--- src/rtl/wdc_pkg.sv ---
package wdc_pkg;

    localparam int CNT_W_DEF = 17;

    typedef enum logic [1:0] {
        OP_NONE = 2'd0,
        OP_LOAD = 2'd1,
        OP_DEC  = 2'd2
    } wdc_op_e;

    typedef struct packed {
        wdc_op_e op;
        logic    reject;
    } wdc_verdict_t;

    // Judge one cycle's command: load outranks decrement, busy blocks all writes.
    function automatic wdc_verdict_t judge(input logic ld, input logic dec,
                                           input logic is_set, input logic at_zero,
                                           input logic busy);
        wdc_verdict_t v;
        v.op     = OP_NONE;
        v.reject = 1'b0;
        if (ld) begin
            if (busy || is_set) v.reject = 1'b1;
            else                v.op     = OP_LOAD;
        end else if (dec) begin
            if (busy || !is_set || at_zero) v.reject = 1'b1;
            else                            v.op     = OP_DEC;
        end
        return v;
    endfunction

endpackage

--- src/rtl/wdc_decode.sv ---
module wdc_decode
    import wdc_pkg::*;
(
    input  logic         ld_stb,
    input  logic         dec_stb,
    input  logic         is_set,
    input  logic         at_zero,
    input  logic         busy,
    output wdc_verdict_t verdict
);
    always_comb begin
        verdict = judge(ld_stb, dec_stb, is_set, at_zero, busy);
    end

    always_comb begin
        if (ld_stb) assert (verdict.op != OP_DEC)
            else $error("p_load_wins_r8: decrement chosen while load present");
    end
endmodule

--- src/rtl/wdc_wtimer.sv ---
module wdc_wtimer #(
    parameter int WR_CYCLES = 4
) (
    input  logic clk,
    input  logic rst,
    input  logic start,
    output logic busy
);
    localparam int TW = $clog2(WR_CYCLES + 1);
    localparam logic [TW-1:0] TLOAD = TW'(WR_CYCLES);

    logic [TW-1:0] left_q;

    always_ff @(posedge clk) begin
        if (rst)                 left_q <= '0;
        else if (start)          left_q <= TLOAD;
        else if (left_q != '0)   left_q <= left_q - 1'b1;
    end

    assign busy = (left_q != '0);

    p_window_r9: assert property (@(posedge clk) disable iff (rst)
        start |=> busy);
endmodule

--- src/rtl/wdc_store.sv ---
module wdc_store
    import wdc_pkg::*;
#(
    parameter int CNT_W = CNT_W_DEF
) (
    input  logic             clk,
    input  wdc_op_e          op,
    input  logic [CNT_W-1:0] ld_val,
    output logic [CNT_W-1:0] cnt,
    output logic             is_set
);
    // Retained cells: blank initial value, untouched by the block reset.
    logic [CNT_W-1:0] cnt_q = '0;
    logic             set_q = 1'b0;

    always_ff @(posedge clk) begin
        case (op)
            OP_LOAD: begin
                cnt_q <= ld_val;
                set_q <= 1'b1;
            end
            OP_DEC:  cnt_q <= cnt_q - 1'b1;
            default: ;
        endcase
    end

    assign cnt    = cnt_q;
    assign is_set = set_q;

    p_set_sticky_r6: assert property (@(posedge clk)
        set_q |=> set_q);
endmodule

--- src/rtl/wdc_rdport.sv ---
module wdc_rdport #(
    parameter int CNT_W = 17
) (
    input  logic             clk,
    input  logic             rst,
    input  logic             rd_stb,
    input  logic [CNT_W-1:0] cnt,
    output logic             auth,
    output logic [CNT_W-1:0] snap
);
    always_ff @(posedge clk) begin
        if (rst) begin
            auth <= 1'b0;
            snap <= '0;
        end else begin
            auth <= rd_stb;
            if (rd_stb) snap <= cnt;
        end
    end

    p_snap_r10: assert property (@(posedge clk) disable iff (rst)
        rd_stb |=> auth && (snap == $past(cnt)));
endmodule

--- src/rtl/wdc_counter.sv ---
module wdc_counter
    import wdc_pkg::*;
#(
    parameter int CNT_W     = CNT_W_DEF,
    parameter int WR_CYCLES = 4
) (
    input  logic             clk,
    input  logic             rst,
    input  logic             ld_stb,
    input  logic [CNT_W-1:0] ld_val,
    input  logic             dec_stb,
    input  logic             rd_stb,
    output logic [CNT_W-1:0] count_o,
    output logic             set_o,
    output logic             empty_o,
    output logic             busy_o,
    output logic             rej_o,
    output logic             auth_o,
    output logic [CNT_W-1:0] sig_cnt_o
);
    wdc_verdict_t     verdict;
    logic [CNT_W-1:0] cnt;
    logic             is_set;
    logic             busy;
    logic             at_zero;
    logic             rej_q;

    assign at_zero = (cnt == '0);

    wdc_decode u_decode (
        .ld_stb  (ld_stb),
        .dec_stb (dec_stb),
        .is_set  (is_set),
        .at_zero (at_zero),
        .busy    (busy),
        .verdict (verdict)
    );

    wdc_store #(.CNT_W(CNT_W)) u_store (
        .clk    (clk),
        .op     (verdict.op),
        .ld_val (ld_val),
        .cnt    (cnt),
        .is_set (is_set)
    );

    wdc_wtimer #(.WR_CYCLES(WR_CYCLES)) u_wtimer (
        .clk   (clk),
        .rst   (rst),
        .start (verdict.op != OP_NONE),
        .busy  (busy)
    );

    wdc_rdport #(.CNT_W(CNT_W)) u_rdport (
        .clk    (clk),
        .rst    (rst),
        .rd_stb (rd_stb),
        .cnt    (cnt),
        .auth   (auth_o),
        .snap   (sig_cnt_o)
    );

    always_ff @(posedge clk) begin
        if (rst) rej_q <= 1'b0;
        else     rej_q <= verdict.reject;
    end

    assign count_o = cnt;
    assign set_o   = is_set;
    assign empty_o = is_set && at_zero;
    assign busy_o  = busy;
    assign rej_o   = rej_q;

    p_once_r6: assert property (@(posedge clk) disable iff (rst)
        (set_o && ld_stb) |=> $stable(count_o) && rej_o);

    p_step_r3: assert property (@(posedge clk) disable iff (rst)
        set_o |=> (count_o == $past(count_o)) || (count_o == $past(count_o) - 1'b1));

    p_floor_r4: assert property (@(posedge clk) disable iff (rst)
        (set_o && count_o == '0) |=> count_o == '0);

    p_unset_r5: assert property (@(posedge clk) disable iff (rst)
        (!set_o && !ld_stb) |=> !set_o && $stable(count_o));

    p_busy_block_r9: assert property (@(posedge clk) disable iff (rst)
        (busy_o && (ld_stb || dec_stb)) |=> rej_o && $stable(count_o));
endmodule

--- config.mk ---
export PLATFORM = sky130hd
export DESIGN_NAME = wdc_counter
export DESIGN_NICKNAME = d
export VERILOG_FILES = /design/src/rtl/wdc_pkg.sv /design/src/rtl/wdc_decode.sv /design/src/rtl/wdc_wtimer.sv /design/src/rtl/wdc_store.sv /design/src/rtl/wdc_rdport.sv /design/src/rtl/wdc_counter.sv
export SDC_FILE = /design/constraint.sdc
export NUM_CORES = 1
export LEC_CHECK = 0
export ABC_AREA = 1
export BUFFER_PORTS_ARGS = -buffer_cell sky130_fd_sc_hd__buf_2
export CAP_MARGIN = 0
export CORE_MARGIN = 4
export CORE_UTILIZATION = 51
export DETAILED_ROUTE_END_ITERATION = 12
export PLACE_DENSITY = 0.79
export SYNTH_ARGS = -nofsm -noshare
export SYNTH_HDL_FRONTEND = slang
export SYNTH_SLANG_ARGS = --single-unit
--- constraint.sdc ---
create_clock -name clk -period 1.95 [get_ports clk]
set_input_delay 0.2925 -clock clk [delete_from_list [all_inputs] [get_ports clk]]
set_output_delay 0.2925 -clock clk [all_outputs]
set_load 0.03 [all_outputs]
==> results.json, run 1 <==
{
  "avgViaCountPerCell": 4.98,
  "critPathTopFamily": "flip-flops",
  "cts_max_level": 2,
  "internal_power_mw": 1.54,
  "grt_pass1_wl_um": 7790,
  "synth_top_family_by_area": "simple AND/OR/NAND/NOR gates",
  "chipHeight_um": 71.3,
  "synth_edf_count": 17,
  "yosysTopAreaCell": "edfxtp_1",
  "worstSetupPathType": "flop to output port",
  "path_buf_inv": 4,
  "layout.nets": 352,
  "ys_top_cells_by_area": "edfxtp_1 (25%), dfxtp_1 (22%), nand2_1 (14%), nor2_1 (9.4%), o21ai_0 (4.7%)",
  "finalInstanceArea_um2": 2480,
  "hold_viol": 0,
  "synth_commonest_cells": "nand2_1 (74), nor2_1 (51), dfxtp_1 (22)",
  "drt-pass1-iter-count": 4,
  "min_period_over_period_pct": 93.6,
  "synthSimpleGateAreaFrac_pct": 30.8,
  "status": "complete, no violations",
  "drc": 0,
  "synth_compound_area_share_pct": 9.80,
  "critPathCapture": "empty_o",
  "p_sw_mw": 1.00,
  "dp_cells": 363,
  "ir_worst_vdd_mv": 0.662,
  "combPwrFrac_pct": 35.2,
  "power.share.switching_pct": 39.4,
  "cts_tree": "done",
  "ys_seq_area_share_pct": 46.6,
  "hold_buffers": 0,
  "drive_gt1_share_pct": 30.7,
  "synth_flop_cell": "dfxtp_1",
  "numCtsBuffers": 5,
  "track_usage_pct": 19.1,
  "p_leak_nw": 1.20,
  "dpl-instance-area_um2": 2370,
  "clockBufferDepth": 2,
  "setup_tns_ns": 0,
  "seq_power_share_pct": 43.5,
  "antenna_cells": 0,
  "ys_ff_latch": 39,
  "pre_cts_slack_ns": 0.146,
  "fin_ws_ns": 0.124,
  "dp_hpwl_um": 3570,
  "root_buffer": "clkbuf_8",
  "final_cells": 374,
  "regArea_um2": 951,
  "power.total_mw": 2.54,
  "synth_mux_area_share_pct": 0,
  "synth.top_cell.area_share_pct": 25.0,
  "die_w_um": 71.3,
  "power_density_nw_per_um2": 1030,
  "synth_xor_area_share_pct": 3.00,
  "critPathMaxFanout": 6,
  "die-area_um2": 5080,
  "drt_iter0_markers": 175,
  "globalRouteOverflowTotal": 0,
  "yosysUniqueCellTypes": 26,
  "syn-cell-area_um2": 2040,
  "hold_path.class": "input port to flop",
  "clkPwrFrac_pct": 21.4,
  "ioPinCount": 61,
  "worstReg2RegStart": "u_store.cnt[0]",
  "crit_path_start": "u_store.cnt[0]",
  "place_congestion": 0.863,
  "port_buffers": 59,
  "routed_wl_um": 4820,
  "max_stage_delay_ns": 0.41,
  "fillCellCount": 331,
  "start_util_pct": 54.1,
  "worst_r2r_path_depth": 9,
  "synth-async-reset-ratio_pct": 0,
  "yosys_warnings": 0,
  "syn_nets": 287,
  "vias": 1863,
  "synth_cells": 260,
  "setup_viol_count_final": 0,
  "clk_pin_slew_worst_paths_ns": 0.08,
  "reg2reg_to": "u_store.cnt[16]",
  "cp_slowest_cell": "edfxtp_1",
  "reg2reg_setup_slack_ns": 0.25,
  "area_growth_pct": 21.6,
  "synthAdderAreaFrac_pct": 3.06,
  "finalCriticalPeriod_ns": 1.83,
  "slew_violations": 0,
  "clkSinkCount": 39,
  "grt_pass1_vias": 1640,
  "core-area_um2": 3770,
  "utilization_pct": 65.8,
  "crit_path_cell_trace": "inv_2 -> ha_1 -> inv_1 -> nor2_1 -> nand2_1 -> nor2_1 -> nand2_2 -> inv_2 -> buf_6",
  "skew_ns": 0.00843,
  "cp.arrival_ns": 1.53,
  "grt_antenna_before_repair": 0,
  "grt_max_degree": 27,
  "routedWlPerCell_um": 12.9,
  "maxCapViolCount": 0,
  "ant_nets": 0,
  "rows": 22,
  "postSynthAreaPerCell_um2": 7.85,
  "cp-end-kind": "output port",
  "synth_most_common_cell": "nand2_1",
  "insertion_delay_ns": 0.29,
  "crit_required_ns": 1.66,
  "startpoint_type": "flop",
  "crit_cells": 9,
  "fmax_mhz": 548,
  "hold_ws_ns": 0.217,
  "multiInputGateArea_um2": 957
}
[power by group through the flow]
stage / Sequential, mW / Clock (mW) / Combinational, mW
2_1_floorplan: 1.28 / 0 / 0.494
3_3_place_gp: 1.12 / 0 / 0.864
3_5_place_dp: 1.12 / 0 / 0.883
4_1_cts: 1.10 / 0.551 / 0.894
5_1_grt: 1.12 / 0.580 / 0.986
6_report: 1.11 / 0.543 / 0.895
[routing by layer]
| layer | GRT usage [%] | up-vias | wire length [um] |
|---|---|---|---|
| met2 | 30.2 | 58 | 2260 |
| met1 | 26.4 | 851 | 2260 |
| met4 | 4.59 | 0 | 34 |
| met3 | 4.63 | 6 | 274 |
| li1 | - | 948 | - |
| met5 | 0 | - | 0 |
[sequential cells by signal (all words and copies together), names as in the netlist]
signal and flops:
u_wtimer.left_q 3, u_rdport.snap 17, u_store.cnt 17, u_rdport.auth 1
rej_o 1
[final cells by class]
class / count / area share [%]
repair buffers: 66 / 14.3
multi-input cells: 194 / 38.6
clock inverters: 3 / 0.706
clock buffers: 5 / 2.77
inverters: 19 / 2.97
flip-flops and latches: 39 / 38.3
well taps: 48 / 2.42
[worst register-to-register path: cells and delay by family, from the launching register on]
kind,cells,cell delay [ns]
buffers and inverters,1,0.12
AND/OR/NAND/NOR,7,0.74
adder cells (fa/ha/maj),1,0.21
flip-flops,1,0.41
[cell families (layout without fill, tap and decap cells)]
kind of cell | Yosys count | count (layout)
compound gates | 34 | 34
xor+xnor | 7 | 7
fa+ha+maj | 5 | 5
buf+inv | 27 | 93
flops | 39 | 39
other cells | 1 | 1
simple gates | 147 | 147
[timing repair]
item	CTS	global route
setup buffers	1	2
pin swaps	0	0
gates resized for setup	1	5
setup endpoints to repair	1	1
[worst min path at each step]
stage	start	endpoint	slack, ns	cells past startpoint
finish	rst	u_wtimer.left_q[2]	0.22	2
global route	rst	u_wtimer.left_q[2]	0.21	2
CTS	rst	u_wtimer.left_q[2]	0.21	2
detailed placement	u_rdport.snap[7]	u_rdport.snap[7]	0.48	2
global placement	u_rdport.snap[12]	u_rdport.snap[12]	0.47	2
floorplan	rst	rej_o	0.36	1
[placed cells by master, fill, tap and decap left out]
master,n
buf_2,58
buf_6,1
nor2_1,51
nor2_4,1
edfxtp_1,17
nand4_1,1
conb_1,1
nand3_1,1
nor2_2,4
inv_1,15
inv_2,3
ha_1,5
xnor2_1,4
nand3_4,1
xor2_1,3
a21oi_1,7
nand2_1,74
clkbuf_8,5
dfxtp_1,22
nand3b_1,6
clkinv_2,1
buf_4,7
o21ai_0,19
inv_4,3
nand2_2,8
o21ai_2,8
(Power assumes the default switching activity.)
==> run 2, diff against run 1 <==
--- a/config.mk
+++ b/config.mk
@@ -5,7 +5,6 @@
 export SDC_FILE = /design/constraint.sdc
 export NUM_CORES = 1
 export LEC_CHECK = 0
-export ABC_AREA = 1
 export BUFFER_PORTS_ARGS = -buffer_cell sky130_fd_sc_hd__buf_2
 export CAP_MARGIN = 0
 export CORE_MARGIN = 4
==> run 2 against run 1 <==
Compared with the run above: the run now ends with negative setup slack left; via count fell by 12%; cell area rose by 14%; synthesized cell count down 35%; flip-flop and latch count unchanged; sequential share of layout area decreased by 4.7 points; setup slack got worse by 0.15 ns; clock power grew 21%; area after synthesis down 2.8%; maximum frequency down 7.6%; sequential power hardly changed.
==> results.json, run 2 <==
{
  "grt_max_degree": 23,
  "yosys_warnings": 0,
  "power.total_mw": 2.86,
  "synth_cells": 168,
  "ir_worst_vdd_mv": 0.584,
  "setup_viol_count_final": 1,
  "clk_pin_slew_worst_paths_ns": 0.07,
  "layout_common_cells": "buf_2 (58), buf_4 (37), nor2_1 (22), dfxtp_1 (22), mux2i_1 (18)",
  "dp_hpwl_um": 3210,
  "status": "complete, but fails checks",
  "maxCapViolCount": 0,
  "synth_commonest_cells": "nor2_1 (23), dfxtp_1 (22), mux2i_1 (18)",
  "cts_tree": "done",
  "core-area_um2": 3720,
  "die-area_um2": 4960,
  "routedWlPerCell_um": 15.8,
  "drive_gt1_share_pct": 52.8,
  "p_leak_nw": 1.33,
  "fin_ws_ns": -0.0256,
  "synth_flop_cell": "dfxtp_1",
  "ant_nets": 0,
  "p_sw_mw": 0.987,
  "yosysTopAreaCell": "edfxtp_1",
  "synth_most_common_cell": "nor2_1",
  "hold_path.class": "input port to flop",
  "power.share.switching_pct": 34.4,
  "syn-cell-area_um2": 1990,
  "track_usage_pct": 18.8,
  "ys_top_cells_by_area": "edfxtp_1 (26%), dfxtp_1 (22%), mux2_4 (11%), mux2i_1 (9.1%), xnor2_1 (4.4%)",
  "slew_violations": 0,
  "crit_required_ns": 2.00,
  "slew_headroom_pct": 64.3,
  "chipHeight_um": 70.4,
  "violations": "negative setup slack",
  "seq_power_share_pct": 37.6,
  "syn_nets": 195,
  "hold_viol": 0,
  "yosysUniqueCellTypes": 35,
  "dp_cells": 297,
  "synth_edf_count": 17,
  "globalRouteOverflowTotal": 0,
  "drc": 0,
  "insertion_delay_ns": 0.29,
  "place_congestion": 0.758,
  "grt_antenna_before_repair": 0,
  "rsz0062_at_grt": "true",
  "cts_max_level": 2,
  "skew_ns": 0.00511,
  "ys_ff_latch": 39,
  "port_buffers": 59,
  "ioPinCount": 61,
  "cp.arrival_ns": 2.02,
  "clkPwrFrac_pct": 22.9,
  "finalCriticalPeriod_ns": 1.98,
  "antenna_cells": 0,
  "vias": 1634,
  "rows": 22,
  "ys_seq_area_share_pct": 47.9,
  "min_period_over_period_pct": 101,
  "grt_pass1_wl_um": 7370,
  "setup_tns_ns": -0.0256,
  "die_w_um": 70.4,
  "clkSinkCount": 39,
  "grt_pass1_vias": 1522,
  "layout.nets": 293,
  "clockBufferDepth": 2,
  "internal_power_mw": 1.88,
  "multiInputGateArea_um2": 1050,
  "root_buffer": "clkbuf_8",
  "tightest_slew_ns": 0.536,
  "area_growth_pct": 42.5,
  "numCtsBuffers": 5,
  "power_density_nw_per_um2": 1010,
  "worstSetupPathType": "flop to flop",
  "startpoint_type": "flop",
  "fmax_mhz": 506,
  "routed_wl_um": 4980,
  "cp-end-kind": "flop",
  "critPathMaxFanout": 6,
  "utilization_pct": 76.1,
  "final_cells": 315,
  "final_common_cell": "buf_2",
  "combPwrFrac_pct": 39.6,
  "fillCellCount": 253,
  "start_util_pct": 53.4,
  "synth.top_cell.area_share_pct": 25.7,
  "drt_iter0_markers": 74,
  "regArea_um2": 951,
  "postSynthAreaPerCell_um2": 11.8,
  "synth-async-reset-ratio_pct": 0,
  "drt-pass1-iter-count": 5,
  "avgViaCountPerCell": 5.19
}
## run 2: path summary, 6_finish.rpt
check,start,to,slack (ns),cells after the start
hold reg to reg,u_rdport.snap[8],u_rdport.snap[8],0.49,2
setup reg to reg,u_store.cnt[1],u_store.cnt[16],-0.03,7
setup / recovery,u_store.cnt[1],u_store.cnt[16],-0.03,7
hold / removal,ld_stb,rej_o,0.28,2
## run 2: repair_timing
action,CTS,global route
setup endpoints to repair,27,20
pin swaps,1,7
setup buffers,2,6
hold buffers,0,0
resized for setup,5,16
gates cloned,2,0
## run 2: cell type report
type	count	area share (%)
clock inverter	3	1.37
sequential	39	33.6
multi-input combinational	112	37.3
clock buffer	5	2.43
tap	48	2.12
timing repair buffer	99	22.0
inverter	9	1.19
## run 2: kinds of logic after synthesis
family	count (synthesis)	share of synthesized area, %
xor+xnor	15	6.62
other cells	1	0.189
buf+inv	19	4.91
flops	39	47.9
compound gates	6	2.27
fa+ha+maj	5	3.15
simple gates	49	14.0
mux	34	21.0
## run 2: critical path, cell delays in order, from the launching register on
cell and delay, ns:
edfxtp_1 0.41, inv_2 0.11, buf_6 0.11, ha_4 0.13
nor3b_4 0.30, nand4_1 0.19, xnor2_1 0.19, mux2_2 0.28
## run 2: layer usage
metal,up-vias,track usage (%),share of wire [%]
met1,775,23.1,42
met4,0,5.32,1.3
li1,788,-,-
met2,63,32.2,50
met3,8,5.04,6.8
met5,-,0,0
## run 2: power by group through the flow
stage / logic (mW) / clock network [mW] / registers (mW)
after floorplan: 0.488 / 0 / 1.28
after global placement: 0.984 / 0 / 1.08
after detailed placement: 1.01 / 0 / 1.08
after CTS: 1.05 / 0.659 / 1.07
after global routing: 1.22 / 0.693 / 1.09
final: 1.13 / 0.655 / 1.08
## run 2: per-stage QoR
stage / worst slack, ns / area [um^2] / hold slack (ns)
2_1_floorplan: -0.234 / 2010 / 0.364
3_3_place_gp: -0.0822 / 2530 / 0.468
3_5_place_dp: -0.143 / 2530 / 0.477
4_1_cts: -0.00588 / 2700 / 0.270
5_1_grt: -0.107 / 2830 / 0.275
6_report: -0.0256 / 2830 / 0.280
==> run 3, diff against run 2 <==
--- a/config.mk
+++ b/config.mk
@@ -10,7 +10,8 @@
 export CORE_MARGIN = 4
 export CORE_UTILIZATION = 51
 export DETAILED_ROUTE_END_ITERATION = 12
-export PLACE_DENSITY = 0.79
+export PLACE_DENSITY = 0.8
 export SYNTH_ARGS = -nofsm -noshare
 export SYNTH_HDL_FRONTEND = slang
+export SYNTH_HIERARCHICAL = 1
 export SYNTH_SLANG_ARGS = --single-unit
==> run 3 against run 2 <==
Compared with the run above: the flow still finishes with violations (negative setup slack); sequential power is 5% higher; clock-buffer cell count is 3 higher; sequential share of layout area is 0.13 points lower; first-iteration DRC count is 150% higher; flip-flop and latch count stayed put; area after synthesis is 0.95% lower; cell area is 0.40% higher; routed wire length is 23% higher; worst hold slack better by 0.018 ns; register-to-register slack worse by 0.34 ns; critical path type unchanged; largest power group unchanged.
==> results.json, run 3 <==
{
  "status": "complete, but fails checks",
  "violations": "negative setup slack",
  "hold_ws_ns": 0.298,
  "multiInputGateArea_um2": 1030,
  "grt_pass1_vias": 1758,
  "start_util_pct": 53.3,
  "fmax_mhz": 432,
  "yosysUniqueCellTypes": 39,
  "ys_ff_latch": 39,
  "max_stage_delay_ns": 0.44,
  "power.total_mw": 3.35,
  "routedWlPerCell_um": 18.4,
  "rows": 22,
  "antenna_cells": 0,
  "vias": 1893,
  "crit_path_cell_trace": "nor4_4 -> nand4_1 -> nor4_2 -> nor4b_2 -> and2_4 -> ha_4 -> buf_12 -> nor2_2 -> a31oi_1",
  "fillCellCount": 254,
  "rsz0062_at_grt": "true",
  "cp-end-kind": "flop",
  "port_buffers": 59,
  "synth_most_common_cell": "nor2_1",
  "min_period_over_period_pct": 119,
  "die-area_um2": 4910,
  "regArea_um2": 951,
  "clk_pin_slew_worst_paths_ns": 0.08,
  "clkSinkCount": 39,
  "ir_worst_vdd_mv": 0.804,
  "drt-pass1-iter-count": 4,
  "grt_pass1_wl_um": 8800,
  "drc": 0,
  "synth.top_cell.area_share_pct": 26.0,
  "ys_top_cells_by_area": "edfxtp_1 (26%), dfxtp_1 (22%), mux2i_1 (9.7%), nor2_1 (7.1%), xor2_1 (4.9%)",
  "grt_antenna_before_repair": 0,
  "ioPinCount": 61,
  "synth_flop_cell": "dfxtp_1",
  "finalCriticalPeriod_ns": 2.31,
  "cts_tree": "done",
  "routed_wl_um": 6110,
  "final_common_cell": "buf_2",
  "hold_buffers": 0,
  "syn_nets": 217,
  "slew_violations": 0,
  "root_buffer": "clkbuf_8",
  "clockBufferDepth": 2,
  "synth_commonest_cells": "nor2_1 (37), dfxtp_1 (22), mux2i_1 (19)",
  "cp.arrival_ns": 2.35,
  "die_w_um": 70.1,
  "skew_ns": 0.00137,
  "place_congestion": 0.876,
  "insertion_delay_ns": 0.29,
  "setup_viol_count_final": 39,
  "grt_max_degree": 23,
  "yosysTopAreaCell": "edfxtp_1",
  "fin_ws_ns": -0.364,
  "hold_viol": 0,
  "dp_hpwl_um": 3740,
  "chipHeight_um": 70.1,
  "synth-async-reset-ratio_pct": 0,
  "critPathMaxFanout": 15,
  "area_growth_pct": 44.4,
  "startpoint_type": "flop",
  "avgViaCountPerCell": 5.68,
  "numCtsBuffers": 5,
  "crit_required_ns": 1.99,
  "ys_seq_area_share_pct": 48.3,
  "ant_nets": 0,
  "power_density_nw_per_um2": 1180,
  "track_usage_pct": 23.2,
  "drt_iter0_markers": 184,
  "final_cells": 333,
  "syn-cell-area_um2": 1970,
  "cp_slowest_cell": "edfxtp_1",
  "layout.nets": 311,
  "postSynthAreaPerCell_um2": 10.4,
  "yosys_warnings": 6,
  "drive_gt1_share_pct": 47.4,
  "synth_cells": 190,
  "synth_edf_count": 17,
  "hold_path.class": "input port to flop",
  "cts_max_level": 2,
  "dp_cells": 318,
  "p_leak_nw": 1.25,
  "layout_common_cells": "buf_2 (58), buf_4 (31), nor2_1 (27), dfxtp_1 (22), mux2i_1 (19)",
  "globalRouteOverflowTotal": 0,
  "core-area_um2": 3690,
  "maxCapViolCount": 0,
  "worstSetupPathType": "flop to flop"
}
## run 3: changes by cell type in the layout (fill, tap and decap cells not counted), sizes merged, moves of 3 or more
cell | previous run | this run
and4b | 3 | 0
xnor2 | 10 | 3
nor2 | 23 | 38
buf | 99 | 95
mux2 | 16 | 1
nor4 | 5 | 9
a21oi | 2 | 14
clkbuf | 5 | 8
xor2 | 5 | 11
## run 3: what timing repair did
item | in CTS | in global routing
pin swaps | 10 | 5
buffers inserted | 6 | 2
gates cloned | 1 | 0
gates resized for setup | 22 | 15
setup endpoints to repair | 38 | 39
## run 3: path summary, 6_finish.rpt
check | start | end | slack (ns) | cells past startpoint
max | u_store/cnt[1] | u_store/cnt[7] | -0.36 | 9
min | ld_val[0] | u_store/cnt[0] | 0.30 | 2
max reg2reg | u_store/cnt[1] | u_store/cnt[7] | -0.36 | 9
min reg2reg | u_rdport/snap[11] | u_rdport/snap[11] | 0.50 | 2
## run 3: report_power, final
group | switching, mW | internal, mW
logic | 0.898 | 0.622
clock network | 0.293 | 0.408
registers | 0.100 | 1.03
## run 3: stage by stage
step                setup slack (ns)  cell area, um^2  utilization, %  setup TNS, ns
floorplan                     -0.375             1990               -         -12.42
finish                        -0.364             2840            77.0         -10.24
CTS                           -0.316             2760            74.8         -10.34
detailed placement            -0.427             2500            67.7         -11.89
global route                  -0.423             2840            77.0         -12.75
global placement              -0.312             2500            67.7          -8.42
## run 3: area by class of cell
type                            instances  area share, %
Clock buffer                            8           4.32
Inverter                               11           1.54
Multi-Input combinational cell        132           36.4
Sequential cell                        39           33.5
Tap cell                               48           2.11
Timing Repair Buffer                   95           22.1
## run 3: per-layer routing
metal	routed length [um]	GRT usage, %	vias to the layer above
met2	3080	39.5	107
met3	474	5.18	22
li1	-	-	855
met4	210	8.72	0
met1	2350	28.6	909
met5	0	0	-
## run 3: cell families (layout without fill, tap and decap cells)
family / after synthesis / in the layout / share of synthesized area [%]
XOR/XNOR: 14 / 14 / 6.23
AO/OA/AOI/OAI: 19 / 19 / 5.79
flip-flops: 39 / 39 / 48.3
multiplexers: 20 / 20 / 10.2
buffers and inverters: 19 / 114 / 5.15
adder cells (fa/ha/maj): 5 / 5 / 3.18
AND/OR/NAND/NOR: 73 / 73 / 20.9
other: 1 / 1 / 0.191
## run 3: worst max-delay path, delay by kind of cell (launching register included)
family	cells	cell delay, ns
fa+ha+maj	1	0.19
compound gates	1	0.05
buf+inv	1	0.16
flops	1	0.44
simple gates	6	1.21
